--- src/rtl/tbase_pkg.sv ---
// Shared definitions for the double-buffered time base: register selects,
// control bit positions and the stored control word.
package tbase_pkg;

    typedef enum logic [1:0] {
        REG_CTRL = 2'd0,
        REG_DIV  = 2'd1,
        REG_PER  = 2'd2,
        REG_CNT  = 2'd3
    } reg_sel_e;

    localparam int CB_RUN   = 0;
    localparam int CB_HOLD  = 1;
    localparam int CB_PBUF  = 2;
    localparam int CB_FORCE = 3;

    typedef struct packed {
        logic pbuf;
        logic hold;
        logic run;
    } ctrl_t;

endpackage

--- src/rtl/tbase_regfile.sv ---
// Software-visible register file: control bits, staged divide and staged
// period, with a combinational read mux. It also decodes the two write
// side effects other logic needs: a force-update request (only if the hold
// bit was clear before the write) and a direct period load (only if period
// buffering was off before the write).
// Assumes DATA_W >= DIV_W, DATA_W >= CNT_W and DATA_W > 3.
module tbase_regfile
    import tbase_pkg::*;
#(
    parameter int DIV_W  = 16,
    parameter int CNT_W  = 16,
    parameter int DATA_W = 16
) (
    input  logic              clk,
    input  logic              rst_n,
    input  logic              wr_en,
    input  logic [1:0]        wr_addr,
    input  logic [DATA_W-1:0] wr_data,
    input  logic [1:0]        rd_addr,
    output logic [DATA_W-1:0] rd_data,
    input  logic [CNT_W-1:0]  cnt_i,
    output ctrl_t             ctrl_o,
    output logic [DIV_W-1:0]  pre_div_o,
    output logic [CNT_W-1:0]  pre_per_o,
    output logic              soft_req_o,
    output logic              per_direct_o
);
    localparam int PAD_W = DATA_W - 3;

    ctrl_t            ctrl_q;
    logic [DIV_W-1:0] pre_div_q;
    logic [CNT_W-1:0] pre_per_q;
    reg_sel_e         wsel;
    reg_sel_e         rsel;

    assign wsel = reg_sel_e'(wr_addr);
    assign rsel = reg_sel_e'(rd_addr);

    // Capture software writes into control and staged registers.
    always_ff @(posedge clk) begin
        if (!rst_n) begin
            ctrl_q    <= '0;
            pre_div_q <= '0;
            pre_per_q <= '0;
        end else if (wr_en) begin
            case (wsel)
                REG_CTRL: begin
                    ctrl_q.run  <= wr_data[CB_RUN];
                    ctrl_q.hold <= wr_data[CB_HOLD];
                    ctrl_q.pbuf <= wr_data[CB_PBUF];
                end
                REG_DIV: pre_div_q <= wr_data[DIV_W-1:0];
                REG_PER: pre_per_q <= wr_data[CNT_W-1:0];
                default: ;
            endcase
        end
    end

    // Decode write side effects using the control state before the write.
    always_comb begin
        soft_req_o   = wr_en && (wsel == REG_CTRL) && wr_data[CB_FORCE] && !ctrl_q.hold;
        per_direct_o = wr_en && (wsel == REG_PER) && !ctrl_q.pbuf;
    end

    // Read mux; the force bit is never stored and so reads zero.
    always_comb begin
        case (rsel)
            REG_CTRL: rd_data = {{PAD_W{1'b0}}, ctrl_q.pbuf, ctrl_q.hold, ctrl_q.run};
            REG_DIV:  rd_data = DATA_W'(pre_div_q);
            REG_PER:  rd_data = DATA_W'(pre_per_q);
            default:  rd_data = DATA_W'(cnt_i);
        endcase
    end

    assign ctrl_o    = ctrl_q;
    assign pre_div_o = pre_div_q;
    assign pre_per_o = pre_per_q;

    // A write to the counter address leaves the staged registers untouched.
    assert_cnt_write_inert_R2: assert property (@(posedge clk) disable iff (!rst_n)
        (wr_en && wsel == REG_CNT) |=> ($stable(pre_div_q) && $stable(pre_per_q) && $stable(ctrl_q)));

endmodule

--- src/rtl/tbase_shadow.sv ---
// Active (shadow) copies of the divide and period settings. Both copies load
// from their staged registers on an update event. The period also loads
// straight from write data when buffering is off; that direct load wins over
// an update in the same cycle because it carries the newer value.
module tbase_shadow #(
    parameter int DIV_W = 16,
    parameter int CNT_W = 16
) (
    input  logic             clk,
    input  logic             rst_n,
    input  logic             load_i,
    input  logic             per_direct_i,
    input  logic [CNT_W-1:0] per_wdata_i,
    input  logic [DIV_W-1:0] pre_div_i,
    input  logic [CNT_W-1:0] pre_per_i,
    output logic [DIV_W-1:0] act_div_o,
    output logic [CNT_W-1:0] act_per_o
);
    logic [DIV_W-1:0] act_div_q;
    logic [CNT_W-1:0] act_per_q;

    // Active divide follows the staged value only at update events.
    always_ff @(posedge clk) begin
        if (!rst_n)
            act_div_q <= '0;
        else if (load_i)
            act_div_q <= pre_div_i;
    end

    // Active period: a direct write when unbuffered, otherwise update events.
    always_ff @(posedge clk) begin
        if (!rst_n)
            act_per_q <= '0;
        else if (per_direct_i)
            act_per_q <= per_wdata_i;
        else if (load_i)
            act_per_q <= pre_per_i;
    end

    assign act_div_o = act_div_q;
    assign act_per_o = act_per_q;

    assert_div_only_on_update_R5: assert property (@(posedge clk) disable iff (!rst_n)
        !$stable(act_div_q) |-> $past(load_i));

    assert_per_change_source_R7: assert property (@(posedge clk) disable iff (!rst_n)
        !$stable(act_per_q) |-> ($past(load_i) || $past(per_direct_i)));

    assert_per_direct_value_R6: assert property (@(posedge clk) disable iff (!rst_n)
        per_direct_i |=> (act_per_q == $past(per_wdata_i)));

endmodule

--- src/rtl/tbase_prescaler.sv ---
// Clock divider for the counter. Counts input clocks from 0 to the active
// divide value while enabled, and issues one step strobe each time that
// count is reached. A clear restarts the phase at zero.
module tbase_prescaler #(
    parameter int DIV_W = 16
) (
    input  logic             clk,
    input  logic             rst_n,
    input  logic             run_i,
    input  logic             clr_i,
    input  logic [DIV_W-1:0] act_div_i,
    output logic             step_o
);
    logic [DIV_W-1:0] pcnt_q;
    logic             at_top;

    // Terminal phase; >= tolerates a divide that shrank under the phase.
    assign at_top = (pcnt_q >= act_div_i);
    assign step_o = run_i && at_top;

    // Advance the phase counter while running.
    always_ff @(posedge clk) begin
        if (!rst_n)
            pcnt_q <= '0;
        else if (clr_i)
            pcnt_q <= '0;
        else if (run_i)
            pcnt_q <= at_top ? '0 : pcnt_q + 1'b1;
    end

    assert_phase_frozen_R3: assert property (@(posedge clk) disable iff (!rst_n)
        (!run_i && !clr_i) |=> $stable(pcnt_q));

    assert_phase_cleared_R8: assert property (@(posedge clk) disable iff (!rst_n)
        clr_i |=> (pcnt_q == '0));

endmodule

--- src/rtl/tbase_counter.sv ---
// Main up-counter. On each step strobe it advances by one, or returns to zero
// once it has reached or passed the active period (the wrap). A clear forces
// zero immediately. It reports the wrap so the top can form an update event.
module tbase_counter #(
    parameter int CNT_W = 16
) (
    input  logic             clk,
    input  logic             rst_n,
    input  logic             step_i,
    input  logic             clr_i,
    input  logic [CNT_W-1:0] act_per_i,
    output logic             wrap_o,
    output logic [CNT_W-1:0] cnt_o
);
    logic [CNT_W-1:0] cnt_q;

    // A wrap is a step taken at or beyond the active period.
    assign wrap_o = step_i && (cnt_q >= act_per_i);

    // Count steps, wrapping to zero at the period.
    always_ff @(posedge clk) begin
        if (!rst_n)
            cnt_q <= '0;
        else if (clr_i)
            cnt_q <= '0;
        else if (step_i)
            cnt_q <= wrap_o ? '0 : cnt_q + 1'b1;
    end

    assign cnt_o = cnt_q;

    assert_cnt_frozen_R3: assert property (@(posedge clk) disable iff (!rst_n)
        (!step_i && !clr_i) |=> $stable(cnt_q));

    assert_cnt_unit_step_R4: assert property (@(posedge clk) disable iff (!rst_n)
        (step_i && !clr_i) |=> ((cnt_q == '0) || (cnt_q == $past(cnt_q) + 1'b1)));

endmodule

--- src/rtl/dbuf_timebase.sv ---
// Double-buffered timer time base: register file, active settings,
// prescaler and counter. An update event is a counter wrap or a software
// force request. A wrap is blocked while the hold bit is set. The force
// request is already filtered by hold in the register file. An update event
// reloads the active settings and pulses upd_o on the following clock.
// A force also clears the prescaler and the counter.
module dbuf_timebase
    import tbase_pkg::*;
#(
    parameter int DIV_W  = 16,
    parameter int CNT_W  = 16,
    parameter int DATA_W = 16
) (
    input  logic              clk,
    input  logic              rst_n,
    input  logic              wr_en,
    input  logic [1:0]        wr_addr,
    input  logic [DATA_W-1:0] wr_data,
    input  logic [1:0]        rd_addr,
    output logic [DATA_W-1:0] rd_data,
    output logic [CNT_W-1:0]  cnt_o,
    output logic              upd_o
);
    ctrl_t            ctrl;
    logic [DIV_W-1:0] pre_div;
    logic [CNT_W-1:0] pre_per;
    logic [DIV_W-1:0] act_div;
    logic [CNT_W-1:0] act_per;
    logic             soft_req;
    logic             per_direct;
    logic             step;
    logic             wrap;
    logic             upd_ev;
    logic             upd_q;

    tbase_regfile #(.DIV_W(DIV_W), .CNT_W(CNT_W), .DATA_W(DATA_W)) u_regs (
        .clk          (clk),
        .rst_n        (rst_n),
        .wr_en        (wr_en),
        .wr_addr      (wr_addr),
        .wr_data      (wr_data),
        .rd_addr      (rd_addr),
        .rd_data      (rd_data),
        .cnt_i        (cnt_o),
        .ctrl_o       (ctrl),
        .pre_div_o    (pre_div),
        .pre_per_o    (pre_per),
        .soft_req_o   (soft_req),
        .per_direct_o (per_direct)
    );

    // Update event: an allowed wrap, or a force request.
    assign upd_ev = soft_req || (wrap && !ctrl.hold);

    tbase_shadow #(.DIV_W(DIV_W), .CNT_W(CNT_W)) u_shadow (
        .clk          (clk),
        .rst_n        (rst_n),
        .load_i       (upd_ev),
        .per_direct_i (per_direct),
        .per_wdata_i  (wr_data[CNT_W-1:0]),
        .pre_div_i    (pre_div),
        .pre_per_i    (pre_per),
        .act_div_o    (act_div),
        .act_per_o    (act_per)
    );

    tbase_prescaler #(.DIV_W(DIV_W)) u_psc (
        .clk       (clk),
        .rst_n     (rst_n),
        .run_i     (ctrl.run),
        .clr_i     (soft_req),
        .act_div_i (act_div),
        .step_o    (step)
    );

    tbase_counter #(.CNT_W(CNT_W)) u_cnt (
        .clk       (clk),
        .rst_n     (rst_n),
        .step_i    (step),
        .clr_i     (soft_req),
        .act_per_i (act_per),
        .wrap_o    (wrap),
        .cnt_o     (cnt_o)
    );

    // Register the update event into a one-clock flag.
    always_ff @(posedge clk) begin
        if (!rst_n)
            upd_q <= 1'b0;
        else
            upd_q <= upd_ev;
    end

    assign upd_o = upd_q;

    assert_flag_at_zero_R4: assert property (@(posedge clk) disable iff (!rst_n)
        upd_o |-> (cnt_o == '0));

    assert_hold_blocks_flag_R9: assert property (@(posedge clk) disable iff (!rst_n)
        $past(ctrl.hold) |-> !upd_o);

    assert_force_clears_R8: assert property (@(posedge clk) disable iff (!rst_n)
        soft_req |=> (upd_o && cnt_o == '0));

endmodule

--- config.mk ---
export PLATFORM = sky130hd
export DESIGN_NAME = dbuf_timebase
export DESIGN_NICKNAME = d
export VERILOG_FILES = /design/src/rtl/tbase_pkg.sv /design/src/rtl/tbase_regfile.sv /design/src/rtl/tbase_shadow.sv /design/src/rtl/tbase_prescaler.sv /design/src/rtl/tbase_counter.sv /design/src/rtl/dbuf_timebase.sv
export SDC_FILE = /design/constraint.sdc
export NUM_CORES = 1
export LEC_CHECK = 0
export ABC_AREA = 1
export BUFFER_PORTS_ARGS = -buffer_cell sky130_fd_sc_hd__buf_2
export CELL_PAD_IN_SITES_DETAIL_PLACEMENT = 0
export CELL_PAD_IN_SITES_GLOBAL_PLACEMENT = 2
export CORE_ASPECT_RATIO = 0.5
export CORE_UTILIZATION = 34
export CTS_CLUSTER_SIZE = 25
export DETAILED_ROUTE_END_ITERATION = 7
export PLACE_DENSITY = 0.89
export SLEW_MARGIN = 20
export SYNTH_ARGS = -nofsm -noshare
export SYNTH_HDL_FRONTEND = slang
export SYNTH_SLANG_ARGS = --single-unit
--- constraint.sdc ---
create_clock -name clk -period 2.6 [get_ports clk]
set_input_delay 0.13 -clock clk [delete_from_list [all_inputs] [get_ports clk]]
set_output_delay 0.13 -clock clk [all_outputs]
set_load 0.1 [all_outputs]
==> results of run 1 <==
per-stage QoR:
stage	cell area, sq um	util [%]	power, mW	hold WS [ns]
6_report	6330	40.7	3.48	0.0276
5_1_grt	6330	40.7	3.63	0.0254
4_1_cts	6330	40.7	3.52	0.0190
3_5_place_dp	6020	38.8	2.09	0.404
3_3_place_gp	6020	38.8	2.09	0.400
2_1_floorplan	5520	-	1.97	0.273
routing by layer:
metal | vias to the layer above | share of wire, % | track usage [%]
met5 | - | 0 | 0
met4 | 0 | 0.87 | 3.81
met3 | 9 | 4.4 | 4.25
met2 | 109 | 44 | 32.0
met1 | 2410 | 51 | 29.7
li1 | 2581 | - | -
worst max-delay path: stages (launching register included):
cell	delay (ns)
dfxtp_1	0.47
ha_1	0.29
nand2_1	0.06
inv_1	0.03
o21ai_0	0.14
nand2_1	0.07
a21oi_1	0.23
nand3_1	0.19
nand3_4	0.18
buf_4	0.25
nand3_1	0.13
a21oi_2	0.16
kinds of logic (layout without fill, tap and decap cells):
group / count (synthesis) / count (layout) / share of synthesized area (%)
AOI/OAI and AO/OA: 181 / 181 / 19.1
buffers and inverters: 149 / 205 / 10.9
adders and majority gates: 34 / 34 / 7.81
xor gates and xnor gates: 14 / 14 / 2.25
DFF: 100 / 100 / 36.8
and+or+nand+nor: 266 / 266 / 23.2
power breakdown:
group,internal (mW),total [mW],switching (mW)
combinational,0.113,0.451,0.338
clock,0.763,1.42,0.660
sequential,1.57,1.61,0.0345
total,2.45,3.48,1.03
cells in the mapped netlist, drive strengths merged:
library cell / n
nand2: 134
inv: 115
dfxtp: 100
a21oi: 93
o21ai: 64
nor2: 43
nand3: 40
ha: 34
nand4: 22
clkbuf: 19
buf: 14
xor2: 13
nor3: 10
o221ai: 10
nand3b: 5
nor3b: 5
a211oi: 4
nor4: 4
a221oi: 3
o211ai: 3
and3: 2
a21o: 1
clkinv: 1
o211a: 1
o21a: 1
o22ai: 1
or2: 1
xnor2: 1
sequential cells by signal (all words and copies together), names as in the netlist:
signal	cells
u_cnt.cnt_o	16
u_psc.pcnt_q	16
u_regs.pre_div_o	16
u_regs.pre_per_o	16
u_shadow.act_div_o	16
u_shadow.act_per_o	16
u_regs.ctrl_o	3
upd_o	1
worst paths after layout:
check	end	startpoint	slack, ns
worst max-delay path	u_shadow.act_div_o[8]$_SDFFE_PN0P_	u_cnt.cnt_o[13]$_SDFFE_PP0P_	0.33
worst min-delay path	u_regs.pre_per_o[10]$_SDFFE_PN0P_	wr_data[10]	0.03
worst max register to register	u_shadow.act_div_o[8]$_SDFFE_PN0P_	u_cnt.cnt_o[13]$_SDFFE_PP0P_	0.33
worst min register to register	u_shadow.act_div_o[0]$_SDFFE_PN0P_	u_regs.pre_div_o[0]$_SDFFE_PN0P_	0.46
layout make-up:
class	instances	area, sq um
Fill cell	1631	9210
Multi-Input combinational cell	495	2920
Sequential cell	100	2000
Inverter	116	435
Timing Repair Buffer	73	410
Tap cell	204	255
Clock buffer	9	225
Clock inverter	7	81.3
==> run metrics, run 1 <==
Synth Warn # 0; Max Cap Viol 0; I/O Buffers 55; Remaining Overflow, GRT 0; Core Box Area 15,500 sq um; R2R depth 11; TritonCTS clock tree yes; Netlist cell types ~40; Clk Latency, worst-skew pair approximately 0.35 ns; post-placement cell count approximately 990; Final GP Congestion between 0.8 and 0.9; Via Count 5,109; root buffer cell clkbuf_16; most common cell after layout, fill and taps aside nand2_1; commonest cells after routing, fill and taps aside nand2_1 (121), inv_1 (114), dfxtp_1 (100); #FFs+latches synth 100; Nets about 850; worst hold path stage count 3; dpl ws between 0.3 and 0.4 ns; CP Class reg2reg; cell taking the most area after synthesis dfxtp_1; post-route insts no fill about 1,000; Residual DRC 0; TNS Setup 0 ns; RSZ-0062 raised after global routing no; vias in the first global route between 4,000 and 5,000; total length of routed wires about 17 mm; Die ar. approximately 17,000 sq um; antenna violations before repair 0; pin count of the biggest net entering global routing 50; Via-to-Cell Ratio between 5 and 6; Slew @ Worst Pin about 0.94 ns; VDD IR-drop max 0.000275 V; CTS clock-pin slew for the worst setup and hold paths roughly 0.080 ns; # rows 32; Clock Sinks 100; DRT iter0 DRCs about 380; H-Tree Depth 3; Synth area leaders dfxtp_1 (37%), nand2_1 (8.3%), inv_1 (7.9%); first-pass GRT wire length 26.4 mm; DRT Pass-1 Iters 5; Startpoint Class flop; synthesized area 5450 sq um; worst endpoint required time between 2 and 3 ns; Area Growth Syn to Fin 16.2%; postcts setup bufs 0; post-route ant nets 0; Diodes inserted 0; Ports between 50 and 60; DPL Wire Length between 10 and 15 mm; f_max 0.440 GHz; area share of the largest cell type after synthesis a little under two fifths; worst-case clock buffer depth 2; power per cell area between 500 and 600 nW/um^2; final hold vios 0; Num CTS Buffers 9; post_cts resized 0; routed length per instance about 16 um; Seq/Total Area, Yosys a little under two fifths; WP data arrival ~2.6 ns; Die X roughly 180 um; syn_nets between 800 and 900; final setup violation count 0; Initial Util between 30% and 40%; Die Y between 90 and 100 um; Rel. slew slack roughly 37%; Slew Viols, Final 0; CP endpoint kind flop; Final Critical Period 2.27 ns; clk_skew 0.00914 ns; status complete, no violations; Total GRT Usage 20.7%; Leakage about 2.6 nW; crit path max fanout 19; post-cts hold buffer count 0; hold crit path type in2reg; Final period util between 80% and 90%; layout cells sized above 1 around 17%; cell count after synthesis roughly 740; synthesized area per cell about 7.3 sq um; final worst slack between 0.3 and 0.4 ns
(Power assumes the default switching activity.)
==> inputs of run 2 (changes only) <==
--- a/config.mk
+++ b/config.mk
@@ -7,13 +7,10 @@
 export LEC_CHECK = 0
 export ABC_AREA = 1
 export BUFFER_PORTS_ARGS = -buffer_cell sky130_fd_sc_hd__buf_2
-export CELL_PAD_IN_SITES_DETAIL_PLACEMENT = 0
-export CELL_PAD_IN_SITES_GLOBAL_PLACEMENT = 2
 export CORE_ASPECT_RATIO = 0.5
-export CORE_UTILIZATION = 34
+export CORE_UTILIZATION = 35
 export CTS_CLUSTER_SIZE = 25
 export DETAILED_ROUTE_END_ITERATION = 7
-export PLACE_DENSITY = 0.89
 export SLEW_MARGIN = 20
 export SYNTH_ARGS = -nofsm -noshare
 export SYNTH_HDL_FRONTEND = slang
==> run 2 against run 1 <==
Against the previous run: sequential power hardly changed; fmax shrank 4.3%; setup slack got worse by 0.10 ns; critical path type unchanged; largest cell class unchanged.
==> run metrics, run 2 (synthesis results as in run 1) <==
WP data arrival 2.58 ns (was 2.55 ns); RSZ-0062 raised after global routing no (unchanged); Register Area 2000 sq um (unchanged); DPL Wire Length 11.8 mm (was 12.6 mm); Die ar. 16,100 sq um (was 16,600 sq um); worst-case clock buffer depth 2 (unchanged); CP Class reg2reg (unchanged); f_max 0.421 GHz (was 0.440 GHz); Multi-input gate area 2930 sq um (was 2920 sq um); Sw Ratio 28.6% (was 29.7%); Final period util 91.3% (was 87.4%); Slew @ Worst Pin 0.873 ns (was 0.940 ns); Leakage 2.57 nW (about the same); total length of routed wires 15.6 mm (was 16.5 mm); CTS clock-pin slew for the worst setup and hold paths 0.07 ns (was 0.08 ns); Core Box Area 14,800 sq um (was 15,500 sq um); crit path max fanout 16 (was 19); Hold WS 0.0420 ns (was 0.0276 ns); antenna violations before repair 0 (unchanged); Fillers 1,549 (was 1,631); Startpoint Class flop (unchanged); Die Y 90.2 um (was 91.5 um); Num CTS Buffers 9 (unchanged); power per cell area 554 nW/um^2 (was 550 nW/um^2); Power Internal 2.51 mW (was 2.45 mW); Initial Util 36.8% (was 35.1%); Remaining Overflow, GRT 0 (unchanged); commonest cells after routing, fill and taps aside nand2_1 (121), inv_1 (114), dfxtp_1 (100) (unchanged); worst endpoint required time 2.80 ns (was 2.88 ns); Die X 178 um (was 181 um); H-Tree Depth 3 (unchanged); Total GRT Usage 19.6% (was 20.7%); Max Cap Viol 0 (unchanged); pin count of the biggest net entering global routing 36 (was 50); hold crit path type in2reg (unchanged); logic gate share of total power 13.3% (was 13.0%); I/O Buffers 55 (unchanged); fin area 6340 sq um (was 6330 sq um); Residual DRC 0 (unchanged); Final GP Congestion 0.877 (was 0.855); total power 3.51 mW (was 3.48 mW); Via Count 5,116 (was 5,109); TNS Setup 0 ns (unchanged); status complete, no violations (unchanged); Clock Sinks 100 (unchanged); Via-to-Cell Ratio 5.13 (was 5.09); post-route ant nets 0 (unchanged); vias in the first global route 4,645 (was 4,778); sequential power share 45.8% (was 46.2%); clk_skew 0.00930 ns (was 0.00914 ns); Rel. slew slack 41.7% (was 37.3%); TritonCTS clock tree yes (unchanged); Final Critical Period 2.37 ns (was 2.27 ns); first-pass GRT wire length 24.7 mm (was 26.4 mm); Switching Power 1.00 mW (was 1.03 mW); layout cells sized above 1 16.6% (unchanged); routed length per instance 15.7 um (was 16.5 um); Clk Latency, worst-skew pair 0.35 ns (about the same); most common cell after layout, fill and taps aside nand2_1 (unchanged); Diodes inserted 0 (unchanged); Slew Viols, Final 0 (unchanged); Clock Power Share 41.0% (was 40.9%); Ports 56 (unchanged); final hold vios 0 (unchanged); VDD IR-drop max 0.000378 V (was 0.000275 V); DRT iter0 DRCs 299 (was 378); Area after DPL 5990 sq um (was 6020 sq um); DRT Pass-1 Iters 5 (unchanged); Nets 852 (unchanged); # rows 31 (was 32); final setup violation count 0 (unchanged); root buffer cell clkbuf_16 (unchanged); Area Growth Syn to Fin 16.3% (was 16.2%); CP endpoint kind flop (unchanged)
[run 2: changes by cell type in the layout (fill, tap and decap cells not counted), sizes merged]
cell and delta:
inv -1, buf -1, nand3 +1, clkbuf +2, clkinvlp -1
[run 2: cell type report]
type / instances / area share (%)
Multi-Input combinational cell: 496 / 46.2
Tap cell: 198 / 3.91
Inverter: 116 / 6.87
Clock buffer: 11 / 3.99
Sequential cell: 100 / 31.6
Clock inverter: 5 / 1.03
Timing Repair Buffer: 72 / 6.36
[run 2: power groups by stage]
stage                     registers (mW)  clock network (mW)  logic, mW
final                               1.61                1.44      0.465
after global routing                1.61                1.53      0.506
after CTS                           1.60                1.48      0.451
after detailed placement            1.64                   0      0.450
after global placement              1.64                   0      0.447
after floorplan                     1.64                   0      0.327
[run 2: worst max-delay path, cell delays in order (launching register included)]
cell and delay (ns):
dfxtp_1 0.47, ha_1 0.29, nand2_1 0.07, inv_1 0.03
o21ai_0 0.14, nand2_1 0.08, a21oi_1 0.16, nand3_1 0.32
nand3_4 0.25, nand3_4 0.21, nand2_1 0.14, a21oi_1 0.07
[run 2: worst paths after layout]
path                                        endpoint                        startpoint  cells after the start  slack, ns
setup / recovery  u_shadow.act_per_o[4]$_SDFFE_PN0P_       u_cnt.cnt_o[9]$_SDFFE_PP0P_                     11       0.23
hold / removal     u_regs.pre_per_o[10]$_SDFFE_PN0P_                       wr_data[10]                      3       0.04
setup reg to reg  u_shadow.act_per_o[4]$_SDFFE_PN0P_       u_cnt.cnt_o[9]$_SDFFE_PP0P_                     11       0.23
hold reg to reg   u_shadow.act_div_o[0]$_SDFFE_PN0P_  u_regs.pre_div_o[0]$_SDFFE_PN0P_                      2       0.46
[run 2: timing repair]
action / CTS / global route
endpoints found under the hold margin: 0 / 0
buffers inserted: 0 / 2
endpoints found under the setup margin: 0 / 16
hold buffers: 0 / 0
resized for setup: 0 / 0
[run 2: layer usage]
layer / global-route usage, % / up-vias / wire (um)
li1: - / 2581 / -
met4: 5.08 / 0 / 257
met5: 0 / - / 0
met2: 28.8 / 112 / 6810
met3: 3.68 / 21 / 620
met1: 29.0 / 2402 / 7940
[run 2: per-stage QoR]
stage          utilization, %  worst slack (ns)  std cells
2_1_floorplan               -            -0.126        744
3_3_place_gp             40.4             0.178        979
3_5_place_dp             40.4             0.140        979
4_1_cts                  42.6             0.132        995
5_1_grt                  42.8            0.0631        998
6_report                 42.8             0.226        998
